`src/rtl/obarb_pkg.sv`:
```
package obarb_pkg;

  // Decisions the control half hands to the datapath for the coming edge.
  typedef struct packed {
    logic anyPend;   // at least one source pending
    logic auxOnly;   // auxiliary is the sole pending source
    logic kbdPend;   // keyboard pending (wins over auxiliary)
  } arbStrobe_t;

  localparam int unsigned NUM_SRC = 2;
  localparam int unsigned SRC_KBD = 0;
  localparam int unsigned SRC_AUX = 1;

endpackage

```
`src/rtl/obarb_ctrl.sv`:
```
module obarb_ctrl
  import obarb_pkg::*;
(
  input  logic       clk,
  input  logic       rstN,
  input  logic       kbdAvail,
  input  logic       auxAvail,
  input  logic       hostRd,
  output arbStrobe_t nextStb,
  output logic       readSelAux,
  output logic       kbdReadStb,
  output logic       auxReadStb
);

  localparam logic [NUM_SRC-1:0] AUX_ALONE = NUM_SRC'(1) << SRC_AUX;

  logic [NUM_SRC-1:0] pendNext;
  logic [NUM_SRC-1:0] pendQ;

  always_comb begin
    pendNext          = '0;
    pendNext[SRC_KBD] = kbdAvail;
    pendNext[SRC_AUX] = auxAvail;
  end

  // Precedence decision for the values the datapath will register.
  always_comb begin
    nextStb.anyPend = |pendNext;
    nextStb.auxOnly = (pendNext == AUX_ALONE);
    nextStb.kbdPend = pendNext[SRC_KBD];
  end

  always_ff @(posedge clk or negedge rstN) begin
    if (!rstN) pendQ <= '0;
    else       pendQ <= pendNext;
  end

  // Read steering uses the registered mask so the strobe matches the flags.
  assign readSelAux = (pendQ == AUX_ALONE);
  assign auxReadStb = hostRd &  readSelAux;
  assign kbdReadStb = hostRd & ~readSelAux;

endmodule

```
`src/rtl/obarb_dpath.sv`:
```
module obarb_dpath
  import obarb_pkg::*;
#(
  parameter int unsigned STAT_W    = 8,
  parameter int unsigned PORT_W    = 8,
  parameter int unsigned STAT_FULL = 0,
  parameter int unsigned STAT_AUX  = 5,
  parameter int unsigned PORT_FULL = 4,
  parameter int unsigned PORT_AUX  = 5
) (
  input  logic              clk,
  input  logic              rstN,
  input  arbStrobe_t        nextStb,
  input  logic              modeKbdIrqEn,
  input  logic              modeAuxIrqEn,
  input  logic              modeKbdOff,
  output logic [STAT_W-1:0] statusMask,
  output logic [PORT_W-1:0] portMask,
  output logic              kbdIrq,
  output logic              auxIrq
);

  logic fullQ;
  logic auxFullQ;
  logic kbdIrqQ;
  logic auxIrqQ;

  always_ff @(posedge clk or negedge rstN) begin
    if (!rstN) begin
      fullQ    <= 1'b0;
      auxFullQ <= 1'b0;
      kbdIrqQ  <= 1'b0;
      auxIrqQ  <= 1'b0;
    end else begin
      fullQ    <= nextStb.anyPend;
      auxFullQ <= nextStb.auxOnly;
      kbdIrqQ  <= nextStb.kbdPend & modeKbdIrqEn & ~modeKbdOff;
      auxIrqQ  <= nextStb.auxOnly & modeAuxIrqEn;
    end
  end

  generate
    for (genvar i = 0; i < STAT_W; i++) begin : g_stat
      if (i == STAT_FULL) begin : g_full
        assign statusMask[i] = fullQ;
      end else if (i == STAT_AUX) begin : g_aux
        assign statusMask[i] = auxFullQ;
      end else begin : g_zero
        assign statusMask[i] = 1'b0;
      end
    end
    for (genvar j = 0; j < PORT_W; j++) begin : g_port
      if (j == PORT_FULL) begin : g_full
        assign portMask[j] = fullQ;
      end else if (j == PORT_AUX) begin : g_aux
        assign portMask[j] = auxFullQ;
      end else begin : g_zero
        assign portMask[j] = 1'b0;
      end
    end
  endgenerate

  assign kbdIrq = kbdIrqQ;
  assign auxIrq = auxIrqQ;

endmodule

```
`src/rtl/obuf_arbiter.sv`:
```
module obuf_arbiter
  import obarb_pkg::*;
#(
  parameter int unsigned STAT_W    = 8,
  parameter int unsigned PORT_W    = 8,
  parameter int unsigned STAT_FULL = 0,
  parameter int unsigned STAT_AUX  = 5,
  parameter int unsigned PORT_FULL = 4,
  parameter int unsigned PORT_AUX  = 5
) (
  input  logic              clk,
  input  logic              rstN,
  input  logic              kbdAvail,
  input  logic              auxAvail,
  input  logic              modeKbdIrqEn,
  input  logic              modeAuxIrqEn,
  input  logic              modeKbdOff,
  input  logic              hostRd,
  output logic [STAT_W-1:0] statusMask,
  output logic [PORT_W-1:0] portMask,
  output logic              kbdIrq,
  output logic              auxIrq,
  output logic              readSelAux,
  output logic              kbdReadStb,
  output logic              auxReadStb
);

  arbStrobe_t arbStb;

  obarb_ctrl u_ctrl (
    .clk        (clk),
    .rstN       (rstN),
    .kbdAvail   (kbdAvail),
    .auxAvail   (auxAvail),
    .hostRd     (hostRd),
    .nextStb    (arbStb),
    .readSelAux (readSelAux),
    .kbdReadStb (kbdReadStb),
    .auxReadStb (auxReadStb)
  );

  obarb_dpath #(
    .STAT_W    (STAT_W),
    .PORT_W    (PORT_W),
    .STAT_FULL (STAT_FULL),
    .STAT_AUX  (STAT_AUX),
    .PORT_FULL (PORT_FULL),
    .PORT_AUX  (PORT_AUX)
  ) u_dpath (
    .clk          (clk),
    .rstN         (rstN),
    .nextStb      (arbStb),
    .modeKbdIrqEn (modeKbdIrqEn),
    .modeAuxIrqEn (modeAuxIrqEn),
    .modeKbdOff   (modeKbdOff),
    .statusMask   (statusMask),
    .portMask     (portMask),
    .kbdIrq       (kbdIrq),
    .auxIrq       (auxIrq)
  );

endmodule

```
`config.mk`:
```
export PLATFORM = sky130hd
export DESIGN_NAME = obuf_arbiter
export DESIGN_NICKNAME = d
export VERILOG_FILES = /design/src/rtl/obarb_pkg.sv /design/src/rtl/obarb_ctrl.sv /design/src/rtl/obarb_dpath.sv /design/src/rtl/obuf_arbiter.sv
export SDC_FILE = /design/constraint.sdc
export NUM_CORES = 1
export LEC_CHECK = 0
export ABC_AREA = 0
export BUFFER_PORTS_ARGS = -buffer_cell sky130_fd_sc_hd__buf_2
export CAP_MARGIN = 20
export CORE_AREA = 2 2 39 41
export DETAILED_ROUTE_END_ITERATION = 8
export DIE_AREA = 0 0 41 43
export PLACE_DENSITY = 0.58
export SYNTH_ARGS = -nofsm -noshare
export SYNTH_HDL_FRONTEND = slang
export SYNTH_SLANG_ARGS = --single-unit
```
`constraint.sdc`:
```
create_clock -name clk -period 1.4 [get_ports clk]
set_input_delay 0.21 -clock clk [delete_from_list [all_inputs] [get_ports clk]]
set_output_delay 0.21 -clock clk [all_outputs]
set_load 0.01 [all_outputs]
```
==> results <==
- The run finished with clean final reports.
- The placer's final routability congestion estimate is 0.576.
- Max-cap violations in this run came to 0.
- Total power for the finished layout comes to 0.396 mW.
- The post-place instance area is 358 µm².
- The number of global-route vias before repair was 141.
- Setup repair after global routing left no endpoint under its margin.
- The internal portion of the total power is 0.304 mW.
- Net switching is 23.2% of the power.
- The total routing usage reported by global routing is 5.28%.
- The post-route minimum period is 1.19 ns.
- The largest single stage delay on the critical path is 0.38 ns.
- The Yosys step of the flow raised 0 warnings.
- Measured along the y axis, the die boundary spans 43 µm.
- In this run, flip-flops and latches consume 46.8% of the power.
- The detail route stage leaves a number of antenna-violating nets equal to 0.
- For this block, the initial DRC count from the detailed router was 0.
- The number of antenna violations at the first check in global routing is 0.
- The final layout contains 56 nets.
- The routed design has 394 µm of wire.
- Compared with the post-synthesis result, the final layout area differs by 16.0%.
- The fraction of layout instances using a drive strength above 1 is 47.8%.
- The worst supply voltage drop on vdd is 0.304 mV.
- The detailed router placed 192 vias in this run.
- The final period utilization is 84.7%.
- Setup violations remaining at the end of the flow were counted as 0.
- The maximum number of buffers from clock root to sink is 2.
- The total of buffers placed on input and output ports is 16.
- The path class of the tightest hold or removal check is primary input to register.
- STA puts the critical path data required time at 1.19 ns.
- Detailed placement ended at an HPWL of 355 µm.
- During I/O placement, the number of pins put on the boundary was 29.
- Post-CTS timing repair inserted 0 buffers for setup.
- At the end of the flow the core is filled with cells to 28.2%.
- In the final routed layout, each cell accounts on average for 6.35 µm.
- Entering global routing, the biggest net connects 7 pins.
- The overall die area is 1760 µm².
- The final count of hold timing violations is 0.
- The CTS tree is done.
- Data arrives at the worst endpoint at 0.98 ns.
- Traced cell by cell, the critical path runs through nor2b_4 -> and2_1 -> buf_2.
- The largest fanout on the critical path is 3.
- The floorplan step set the die width to 41 µm.
- The total overflow left after global routing is 0.
- The switching power is 0.0920 mW.
- In this run the cell area of the synthesized design comes to 337 µm².
- Averaged over all synthesized cells, the footprint is 10.9 µm².
- For the final routed database, the setup TNS stands at 0 ns.
- The post-synthesis instance total is 31.
- The floorplan row count is 14.
- The count of different cell masters after synthesis is 10.
- The power density over cell area is 1010 nW/µm².
- For this run, the top clock speed supported by timing is 0.843 GHz.
- The buffer cell driving the clock tree root is sky130_fd_sc_hd__clkbuf_4.
- With fillers left out, the area of the finished cells amounts to 390 µm².
- The sort of element at the start of the critical path is a register.
- The clock power share is 37.7%.
- The worst setup path is of the register to output pin kind.
- The slowest cell on the critical path is sky130_fd_sc_hd__dfrtp_1.
- Combinational logic burns 15.5% of the power.
- The count of placed standard cells including taps is 58.
- The number of slew-limit violations in the final report came to 0.
- The first-pass GRT wire length is 524 µm.
- Grouping stages by cell kind, the critical path spends the most delay in flip-flops.
- The total DRC errors in the routed layout is 0.
- Clock-pin slew was measured on the worst setup and hold paths at 0.04 ns.
- The number of buffer and inverter instances along the worst setup path is 1.
- The number of levels in the clock H-tree is 1.
- In this run, synthesis produced a sequential element count of 6.
- The total area inside the core boundary comes to 1380 µm².
- The initial core utilization is 24.3%.
- Excluding fillers, the count of instances in the completed layout stands at 62.
- Summing the sequential cell areas from Yosys gives 44.6% of the chip area.
- The worst setup path is captured at an output pin.
- For this run, the detailed router's first-pass iteration total came to 1.
- The number of clock buffers added by TritonCTS is 3.
- The clock drives 6 sinks.
- Using the TritonRoute via totals, the vias-per-cell ratio works out to 3.10.
- Summed over all cells, the static leakage comes to 0.229 nW.
- The number of antenna diodes in the final layout is 0.
[power groups by stage]
| stage | clock [mW] | sequential (mW) | combinational [mW] |
|---|---|---|---|
| CTS | 0.158 | 0.186 | 0.0622 |
| detailed placement | 0 | 0.188 | 0.0600 |
| global route | 0.167 | 0.186 | 0.0696 |
| floorplan | 0 | 0.189 | 0.0645 |
| global placement | 0 | 0.188 | 0.0596 |
| finish | 0.149 | 0.185 | 0.0613 |
[synthesized netlist by cell type, drive strengths merged]
cell | n | area share, %
conb | 1 | 1.1
nor2 | 1 | 1.1
nand2 | 1 | 1.1
buf | 16 | 36
and2 | 2 | 4.5
or2 | 1 | 1.9
nor2b | 3 | 10
dfrtp | 6 | 45
[worst paths after layout]
check	start	depth (start not counted)	slack, ns	endpoint
min	auxAvail	1	0.11	u_ctrl.pendQ[1]
max in group asynchronous	rstN	2	0.94	u_ctrl.pendQ[1]
min in group asynchronous	rstN	2	0.32	u_ctrl.pendQ[0]
max	u_ctrl.pendQ[0]	3	0.21	auxReadStb
[state kept, by name (all words and copies together), names as in the netlist]
signal / flops
u_ctrl.pendQ: 2
u_dpath.auxFullQ: 1
u_dpath.auxIrq: 1
u_dpath.fullQ: 1
u_dpath.kbdIrq: 1
[metrics by stage]
| step | worst slack, ns | hold slack [ns] |
|---|---|---|
| after floorplan | 0.491 | -0.0856 |
| after global placement | 0.461 | 0.0328 |
| after detailed placement | 0.453 | 0.0371 |
| after CTS | 0.193 | 0.0987 |
| after global routing | 0.136 | 0.115 |
| final | 0.214 | 0.107 |
[cell usage in the layout, fill, tap and decap left out, drive strengths merged]
cell | Yosys | layout
nor2 | 1 | 1
clkbuf | 0 | 3
buf | 16 | 16
nand2 | 1 | 1
dlygate4sd3 | 0 | 1
conb | 1 | 12
dfrtp | 6 | 6
nor2b | 3 | 3
and2 | 2 | 2
or2 | 1 | 1
[kinds of logic after synthesis]
| family | Yosys count | synth area share (%) |
|---|---|---|
| and+or+nand+nor | 8 | 18.6 |
| buffers and inverters | 16 | 35.7 |
| other | 1 | 1.11 |
| DFF | 6 | 44.6 |
[layer usage]
| metal | wire (µm) | up-vias | global-route usage [%] |
|---|---|---|---|
| met5 | 0 | - | 0 |
| met4 | 0 | 0 | 10.0 |
| met3 | 50 | 0 | 1.57 |
| met2 | 212 | 14 | 5.31 |
| met1 | 131 | 83 | 5.69 |
| li1 | - | 95 | - |
[layout make-up]
| cell class | instances | area, µm² |
|---|---|---|
| well taps | 16 | 20.0 |
| flip-flops and latches | 6 | 150 |
| repair buffers | 17 | 90.1 |
| fillers | 157 | 993 |
| clock buffers | 3 | 22.5 |
| multi-input cells | 20 | 108 |
[repair_timing]
action | 4_1_cts | 5_1_grt
endpoints found under the hold margin | 6 | 0
endpoints found under the setup margin | 0 | 0
gates resized for setup | 0 | 0
hold buffers | 1 | 0
No activity file was read; power rests on OpenSTA's default activity.
